===== config.mk =====
export PLATFORM = sky130hd
export DESIGN_NAME = serial_host_regs
export DESIGN_NICKNAME = d
export VERILOG_FILES = /design/src/rtl/serial_regs_pkg.sv /design/src/rtl/ser_rx_status.sv /design/src/rtl/ser_tx_hold.sv /design/src/rtl/ser_irq_rank.sv /design/src/rtl/serial_host_regs.sv
export SDC_FILE = /design/constraint.sdc
export NUM_CORES = 1
export LEC_CHECK = 0
export BUFFER_PORTS_ARGS = -buffer_cell sky130_fd_sc_hd__buf_4
export CORE_MARGIN = 1
export CORE_UTILIZATION = 50
export CTS_BUF_LIST = sky130_fd_sc_hd__clkbuf_4
export DETAILED_ROUTE_END_ITERATION = 12
export HOLD_SLACK_MARGIN = 0.1
export PLACE_DENSITY = 0.82
export SLEW_MARGIN = 10
export SYNTH_ARGS = -nofsm -noshare
export SYNTH_HDL_FRONTEND = slang
export SYNTH_HIERARCHICAL = 1
export SYNTH_SLANG_ARGS = --single-unit

===== constraint.sdc =====
create_clock -name clk -period 5 [get_ports clk]
set_clock_uncertainty 0.15 [all_clocks]
set_input_delay 0.25 -clock clk [delete_from_list [all_inputs] [get_ports clk]]
set_output_delay 0.25 -clock clk [all_outputs]
set_load 0.02 [all_outputs]

===== src/rtl/serial_regs_pkg.sv =====
package serial_regs_pkg;
  localparam int BYTE_W = 8;
  localparam int ADDR_W = 3;
  localparam int IEN_W  = 4;
  localparam int MCTL_W = 5;

  localparam logic [ADDR_W-1:0] OFS_DATA  = 3'd0;
  localparam logic [ADDR_W-1:0] OFS_IEN   = 3'd1;
  localparam logic [ADDR_W-1:0] OFS_IDENT = 3'd2;
  localparam logic [ADDR_W-1:0] OFS_FMT   = 3'd3;
  localparam logic [ADDR_W-1:0] OFS_MCTL  = 3'd4;
  localparam logic [ADDR_W-1:0] OFS_LSTAT = 3'd5;
  localparam logic [ADDR_W-1:0] OFS_MSTAT = 3'd6;
  localparam logic [ADDR_W-1:0] OFS_SCR   = 3'd7;

  typedef enum logic [3:0] {
    ID_MODEM = 4'h0,
    ID_NONE  = 4'h1,
    ID_TXE   = 4'h2,
    ID_RXD   = 4'h4,
    ID_LINE  = 4'h6
  } ident_e;
endpackage


===== src/rtl/ser_rx_status.sv =====
module ser_rx_status
  import serial_regs_pkg::*;
(
  input  logic              clk,
  input  logic              rst_n,
  input  logic              rx_valid,
  input  logic [BYTE_W-1:0] rx_data,
  input  logic              rx_parity_err,
  input  logic              rx_frame_err,
  input  logic              rd_data,
  input  logic              rd_lstat,
  output logic [BYTE_W-1:0] rx_byte,
  output logic              ready,
  output logic              overrun,
  output logic              par_err,
  output logic              frm_err
);
  logic [BYTE_W-1:0] byte_nx;
  logic ready_nx, ovr_nx, par_nx, frm_nx;

  always_comb begin
    byte_nx  = rx_byte;
    ready_nx = ready;
    ovr_nx   = overrun;
    par_nx   = par_err;
    frm_nx   = frm_err;
    if (rd_data)  ready_nx = 1'b0;
    if (rd_lstat) begin
      ovr_nx = 1'b0;
      par_nx = 1'b0;
      frm_nx = 1'b0;
    end
    if (rx_valid) begin
      byte_nx  = rx_data;
      ready_nx = 1'b1;
      if (ready)         ovr_nx = 1'b1;
      if (rx_parity_err) par_nx = 1'b1;
      if (rx_frame_err)  frm_nx = 1'b1;
    end
  end

  always_ff @(posedge clk or negedge rst_n) begin
    if (!rst_n) begin
      rx_byte <= '0;
      ready   <= 1'b0;
      overrun <= 1'b0;
      par_err <= 1'b0;
      frm_err <= 1'b0;
    end else begin
      rx_byte <= byte_nx;
      ready   <= ready_nx;
      overrun <= ovr_nx;
      par_err <= par_nx;
      frm_err <= frm_nx;
    end
  end

  assert_rx_sets_ready_R6: assert property (@(posedge clk) disable iff (!rst_n)
    rx_valid |=> ready);
  assert_data_read_clears_R6: assert property (@(posedge clk) disable iff (!rst_n)
    (rd_data && !rx_valid) |=> !ready);
  assert_lstat_read_clears_R7: assert property (@(posedge clk) disable iff (!rst_n)
    (rd_lstat && !rx_valid) |=> !(overrun || par_err || frm_err));
endmodule


===== src/rtl/ser_tx_hold.sv =====
module ser_tx_hold
  import serial_regs_pkg::*;
(
  input  logic              clk,
  input  logic              rst_n,
  input  logic              wr_data,
  input  logic [BYTE_W-1:0] wdata,
  input  logic              tx_take,
  input  logic              ien_txe_set,
  input  logic              ident_ack,
  output logic [BYTE_W-1:0] tx_byte,
  output logic              full,
  output logic              txe_pend
);
  logic [BYTE_W-1:0] byte_nx;
  logic full_nx, pend_nx;

  always_comb begin
    byte_nx = tx_byte;
    full_nx = full;
    pend_nx = txe_pend;
    if (tx_take && full) begin
      full_nx = 1'b0;
      pend_nx = 1'b1;
    end
    if (ien_txe_set && !full) pend_nx = 1'b1;
    if (ident_ack) pend_nx = 1'b0;
    if (wr_data) begin
      byte_nx = wdata;
      full_nx = 1'b1;
      pend_nx = 1'b0;
    end
  end

  always_ff @(posedge clk or negedge rst_n) begin
    if (!rst_n) begin
      tx_byte  <= '0;
      full     <= 1'b0;
      txe_pend <= 1'b0;
    end else begin
      tx_byte  <= byte_nx;
      full     <= full_nx;
      txe_pend <= pend_nx;
    end
  end

  assert_write_fills_R8: assert property (@(posedge clk) disable iff (!rst_n)
    wr_data |=> (full && !txe_pend && tx_byte == $past(wdata)));
  assert_take_empties_R10: assert property (@(posedge clk) disable iff (!rst_n)
    (tx_take && full && !wr_data && !ident_ack) |=> (!full && txe_pend));
endmodule


===== src/rtl/ser_irq_rank.sv =====
module ser_irq_rank
  import serial_regs_pkg::*;
(
  input  logic [IEN_W-1:0] ien,
  input  logic             line_cond,
  input  logic             rxd_cond,
  input  logic             txe_cond,
  input  logic             modem_cond,
  output ident_e           ident,
  output logic             pending
);
  logic [IEN_W-1:0] live;

  assign live = ien & {modem_cond, line_cond, txe_cond, rxd_cond};

  always_comb begin
    if (live[2])      ident = ID_LINE;
    else if (live[0]) ident = ID_RXD;
    else if (live[1]) ident = ID_TXE;
    else if (live[3]) ident = ID_MODEM;
    else              ident = ID_NONE;
  end

  assign pending = |live;

  always_comb begin
    assert_ident_bit0_R9: assert (pending == (ident != ID_NONE));
  end
endmodule


===== src/rtl/serial_host_regs.sv =====
module serial_host_regs
  import serial_regs_pkg::*;
(
  input  logic              clk,
  input  logic              rst_n,
  input  logic [ADDR_W-1:0] addr,
  input  logic              wr_en,
  input  logic              rd_en,
  input  logic [BYTE_W-1:0] wdata,
  output logic [BYTE_W-1:0] rdata,
  input  logic              rx_valid,
  input  logic [BYTE_W-1:0] rx_data,
  input  logic              rx_parity_err,
  input  logic              rx_frame_err,
  output logic [BYTE_W-1:0] tx_data,
  output logic              tx_full,
  input  logic              tx_take,
  input  logic [BYTE_W-1:0] modem_lines,
  input  logic              modem_evt,
  output logic [BYTE_W-2:0] line_cfg,
  output logic [2*BYTE_W-1:0] divisor,
  output logic [MCTL_W-1:0] modem_ctl,
  output logic              irq
);
  localparam int BANK_BIT = BYTE_W - 1;
  localparam int GATE_BIT = 3;
  localparam int TXE_BIT  = 1;

  logic [IEN_W-1:0]  ien_q, ien_nx;
  logic [BYTE_W-1:0] fmt_q, fmt_nx;
  logic [MCTL_W-1:0] mctl_q, mctl_nx;
  logic [BYTE_W-1:0] scr_q, scr_nx;
  logic [BYTE_W-1:0] dlo_q, dlo_nx, dhi_q, dhi_nx;
  logic              mpend_q, mpend_nx;

  logic bank;
  logic wr_data, wr_ien, wr_dlo, wr_dhi, rd_data, rd_lstat, rd_ident, rd_mstat;
  logic ien_txe_set, ident_ack;
  logic [BYTE_W-1:0] rx_byte, lstat;
  logic rdy, ovr, perr, ferr, full, txe_pend, pending;
  ident_e ident;

  assign bank     = fmt_q[BANK_BIT];
  assign wr_data  = wr_en && addr == OFS_DATA && !bank;
  assign wr_dlo   = wr_en && addr == OFS_DATA &&  bank;
  assign wr_ien   = wr_en && addr == OFS_IEN  && !bank;
  assign wr_dhi   = wr_en && addr == OFS_IEN  &&  bank;
  assign rd_data  = rd_en && addr == OFS_DATA && !bank;
  assign rd_lstat = rd_en && addr == OFS_LSTAT;
  assign rd_ident = rd_en && addr == OFS_IDENT;
  assign rd_mstat = rd_en && addr == OFS_MSTAT;

  assign ien_txe_set = wr_ien && wdata[TXE_BIT];
  assign ident_ack   = rd_ident && ident == ID_TXE;

  ser_rx_status u_rx (
    .clk(clk), .rst_n(rst_n),
    .rx_valid(rx_valid), .rx_data(rx_data),
    .rx_parity_err(rx_parity_err), .rx_frame_err(rx_frame_err),
    .rd_data(rd_data), .rd_lstat(rd_lstat),
    .rx_byte(rx_byte), .ready(rdy), .overrun(ovr),
    .par_err(perr), .frm_err(ferr)
  );

  ser_tx_hold u_tx (
    .clk(clk), .rst_n(rst_n),
    .wr_data(wr_data), .wdata(wdata), .tx_take(tx_take),
    .ien_txe_set(ien_txe_set), .ident_ack(ident_ack),
    .tx_byte(tx_data), .full(full), .txe_pend(txe_pend)
  );

  ser_irq_rank u_rank (
    .ien(ien_q),
    .line_cond(ovr | perr | ferr),
    .rxd_cond(rdy),
    .txe_cond(txe_pend),
    .modem_cond(mpend_q),
    .ident(ident), .pending(pending)
  );

  assign lstat = {2'b00, ~full, 1'b0, ferr, perr, ovr, rdy};

  always_comb begin
    ien_nx   = ien_q;
    fmt_nx   = fmt_q;
    mctl_nx  = mctl_q;
    scr_nx   = scr_q;
    dlo_nx   = dlo_q;
    dhi_nx   = dhi_q;
    mpend_nx = mpend_q;
    if (wr_ien) ien_nx = wdata[IEN_W-1:0];
    if (wr_dlo) dlo_nx = wdata;
    if (wr_dhi) dhi_nx = wdata;
    if (wr_en && addr == OFS_FMT)  fmt_nx  = wdata;
    if (wr_en && addr == OFS_MCTL) mctl_nx = wdata[MCTL_W-1:0];
    if (wr_en && addr == OFS_SCR)  scr_nx  = wdata;
    if (rd_mstat)  mpend_nx = 1'b0;
    if (modem_evt) mpend_nx = 1'b1;
  end

  always_ff @(posedge clk or negedge rst_n) begin
    if (!rst_n) begin
      ien_q   <= '0;
      fmt_q   <= '0;
      mctl_q  <= '0;
      scr_q   <= '0;
      dlo_q   <= '0;
      dhi_q   <= '0;
      mpend_q <= 1'b0;
    end else begin
      ien_q   <= ien_nx;
      fmt_q   <= fmt_nx;
      mctl_q  <= mctl_nx;
      scr_q   <= scr_nx;
      dlo_q   <= dlo_nx;
      dhi_q   <= dhi_nx;
      mpend_q <= mpend_nx;
    end
  end

  always_comb begin
    unique case (addr)
      OFS_DATA:  rdata = bank ? dlo_q : rx_byte;
      OFS_IEN:   rdata = bank ? dhi_q : {{(BYTE_W-IEN_W){1'b0}}, ien_q};
      OFS_IDENT: rdata = {{(BYTE_W-4){1'b0}}, ident};
      OFS_FMT:   rdata = fmt_q;
      OFS_MCTL:  rdata = {{(BYTE_W-MCTL_W){1'b0}}, mctl_q};
      OFS_LSTAT: rdata = lstat;
      OFS_MSTAT: rdata = modem_lines;
      default:   rdata = scr_q;
    endcase
  end

  assign tx_full   = full;
  assign line_cfg  = fmt_q[BYTE_W-2:0];
  assign divisor   = {dhi_q, dlo_q};
  assign modem_ctl = mctl_q;
  assign irq       = mctl_q[GATE_BIT] && pending;

  assert_scratch_keeps_R2: assert property (@(posedge clk) disable iff (!rst_n)
    (wr_en && addr == OFS_SCR) |=> scr_q == $past(wdata));
  assert_bank_spares_ien_R3: assert property (@(posedge clk) disable iff (!rst_n)
    (wr_en && bank && addr == OFS_IEN) |=> $stable(ien_q));
  assert_bank_no_tx_R3: assert property (@(posedge clk) disable iff (!rst_n)
    (wr_en && bank && addr == OFS_DATA && !tx_full && !tx_take) |=> !tx_full);
  assert_gate_off_R5: assert property (@(posedge clk) disable iff (!rst_n)
    !mctl_q[GATE_BIT] |-> !irq);
  assert_modem_clear_R11: assert property (@(posedge clk) disable iff (!rst_n)
    (rd_mstat && !modem_evt) |=> !mpend_q);
endmodule


==> impl_results.md <==
* Drc violations at 3
* Max H-tree Level at 3
* Vias in the first global route at 2508
* TritonCTS clock tree: done
* Setup TNS at 0 ps
* Post-synthesis sequential area ratio at 47.6%
* Starting Density at 52.4%
* Hold Crit Depth at 4
* CP bufs+invs at 1
* Buffers on Ports at 81
* Core Region at 6420 µm²
* YS warnings at 6
* Critical Path End Type: primary output
* Routed WL at 7970 µm
* Number of max-cap violations at 0
* First-pass GRT wire length at 13300 µm
* Fmax at 347 MHz
* Vias at 2455
* Die area at 7070 µm²
* Clock buffer depth at 2
* Hold Vio Cnt, Final at 0
* Clk Latency, worst-skew pair at 390 ps
* Syn Std Cell Area at 3370 µm²
* CTS Sinks at 64
* Min Clock Period, post-route at 2880 ps
* DP Worst Slack at 2420 ps
* Cells after Synth at 267
* WP data required at 4600 ps
* GRT overflow at 0
* Most area-consuming cells after synthesis: dfrtp_1 (48%), mux2_4 (10%), mux2_2 (7.7%)
* EDFF count, synth at 0
* CP Launch Type: flop
* Hold Path End: u_rx/par_err$_DFF_PN0_
* Worst Max-Slew Pin Slew at 1060 ps
* Leak at 1.97 nW
* WS Path Type: flop to primary output
* Critical path arrival at 2480 ps
* Die Height at 84.1 µm
* RSZ-0062 raised after global routing: false
* First-pass DRT Iterations at 8
* Rows at 29
* Top delay family on crit path: compound AO/OA/AOI/OAI gates
* Root buffer cell: clkbuf_4
* Commonest non-fill, non-tap cell in the layout: buf_4
* Headroom to the max-slew limit at 28.8%
* Worst-path cell chain: or3_1 -> a22o_1 -> a221oi_1 -> mux2_1 -> a2111oi_0 -> a211oi_1 -> buf_4
* Distinct cells, synth at 50
* Synth area leader: dfrtp_1
* Pins Over Slew Limit at 0
* Register clock-pin slew on the reported worst setup and hold paths at 110 ps
* Worst setup slack after layout at 2120 ps
* Net Count, Synth at 303
* Nets at 395
* Hold WC Path Type: primary input to flop
* Share of cells above drive strength 1 at 42.0%
* CTS Hold Bufs at 24
* DRT iter0 DRCs at 131
* Post-CTS setup buffer count at 0
* Largest stage delay on the critical path at 420 ps
* Failing checks: DRC
* Top Ports at 82
* Synthesized area per cell at 12.6 µm²
* DR WL/cell at 18.1 µm
* Largest net degree at the start of global routing at 65
* Yosys reg bits at 64
* Initial antenna violation count at 0
* PwrDens at 393 nW/µm²
* Max FO, Critical Path at 4
* Vias/cell at 5.57
* Final period util at 57.6%
* Cts bufs inserted at 9
* Hold Path Origin: rd_en
* Outcome: complete, but fails checks
* All-Layer GR Usage at 24.4%
* Flop-to-flop setup slack at 2640 ps
* Post-cts resize count at 0
* Detailed placer's ending HPWL at 5650 µm
* Layout area overhead at 26.2%
* Area share of the largest cell type after synthesis at 47.6%
* Routed Antenna Nets at 0
* RR Startpoint: fmt_q[7]$_DFFE_PN0P_
* Die extent in x at 84.1 µm
* Routability cong. at 0.907
* RR Endpoint: u_tx/tx_byte[5]$_DFFE_PN0P_
* N_diodes at 0
* FILL cells at 491
* Slowest stage cell on the critical path: or3_1
* Ys flop type: dfrtp_1
* Peak supply drop at 0.000287 V
* Worst R2R Path Depth at 2
* Most frequent cells in the layout: buf_4 (81), dfrtp_1 (64), dlygate4sd3_1 (24)
* Final setup violation count at 0
* Ys async rst share at 100%
-- registers in the layout (all words and copies together) (netlist names) --
register / count
dlo_q: 8
ien_q: 4
u_tx/tx_byte: 8
u_rx/overrun: 1
u_tx/full: 1
u_rx/par_err: 1
u_rx/frm_err: 1
modem_ctl: 5
u_tx/txe_pend: 1
dhi_q: 8
u_rx/rx_byte: 8
fmt_q: 8
mpend_q: 1
u_rx/ready: 1
scr_q: 8
-- cell usage after synthesis, drive strengths merged, types with 3 or more instances --
| cell | number |
|---|---|
| mux2i | 7 |
| nor2 | 11 |
| o211ai | 3 |
| buf | 24 |
| nor3 | 3 |
| mux2 | 64 |
| a22o | 3 |
| a211oi | 4 |
| nor2b | 4 |
| nand2 | 17 |
| inv | 6 |
| a21o | 3 |
| and2 | 3 |
| dfrtp | 64 |
| nand3 | 4 |
| a22oi | 5 |
| o21ai | 12 |
-- final cells by class --
cell class | instances | area, µm² | area share, %
flip-flops and latches | 64 | 1600 | 37.7
well taps | 77 | 96.3 | 2.27
clock inverters | 7 | 38.8 | 0.913
clock buffers | 9 | 67.6 | 1.59
multi-input cells | 173 | 1570 | 37.0
inverters | 6 | 22.5 | 0.530
repair buffers | 105 | 848 | 20.0
-- worst min-delay path: cells and delay by family --
kind / cells / cell delay, ps
AO/OA/AOI/OAI: 1 / 160
buffers and inverters: 1 / 130
AND/OR/NAND/NOR: 2 / 110
-- power by group --
| group | switching, mW | total, mW | internal (mW) |
|---|---|---|---|
| sequential | 0.126 | 0.769 | 0.643 |
| combinational | 0.286 | 0.619 | 0.334 |
| clock | 0.183 | 0.279 | 0.0968 |
-- routing by layer --
metal  track usage [%]  wire [µm]  up-vias
met5                 0          0        -
met4              8.78        114        0
met3              4.25        333        8
met2              38.1       3800       77
met1              34.2       3720     1223
li1                  -          -     1147
-- cells by family (layout without fill, tap and decap cells) --
| logic type | after synthesis | count (layout) | share of synthesized area, % |
|---|---|---|---|
| mux | 73 | 73 | 27.4 |
| flops | 64 | 64 | 47.6 |
| simple gates | 57 | 57 | 9.81 |
| compound gates | 42 | 42 | 9.25 |
| buf+inv | 30 | 127 | 5.87 |
| other cells | 1 | 1 | 0.111 |
-- per-stage QoR --
stage               hold slack (ps)  utilization [%]  total power [mW]  std cells  instance area, µm²
finish                          146             66.1              1.67        441                4250
CTS                             125             66.1              1.68        441                4250
global placement                226             60.7              1.37        401                3900
detailed placement              234             60.7              1.38        401                3900
floorplan                      -196                -              1.14        267                3370
global route                    159             66.1              1.76        441                4250
-- worst max path at each step --
stage                                start                     endpoint  slack [ps]  cells after the start
floorplan           u_rx/overrun$_DFF_PN0_                     rdata[0]        2590                      6
detailed placement                 addr[2]  u_tx/tx_byte[3]$_DFFE_PN0P_        2420                      4
global route        u_rx/overrun$_DFF_PN0_                     rdata[0]        1960                      7
CTS                 u_rx/overrun$_DFF_PN0_                     rdata[0]        2130                      7
global placement                   addr[2]  u_tx/tx_byte[1]$_DFFE_PN0P_        2490                      4
finish              u_rx/overrun$_DFF_PN0_                     rdata[0]        2120                      7
(Power assumes the default switching activity.)
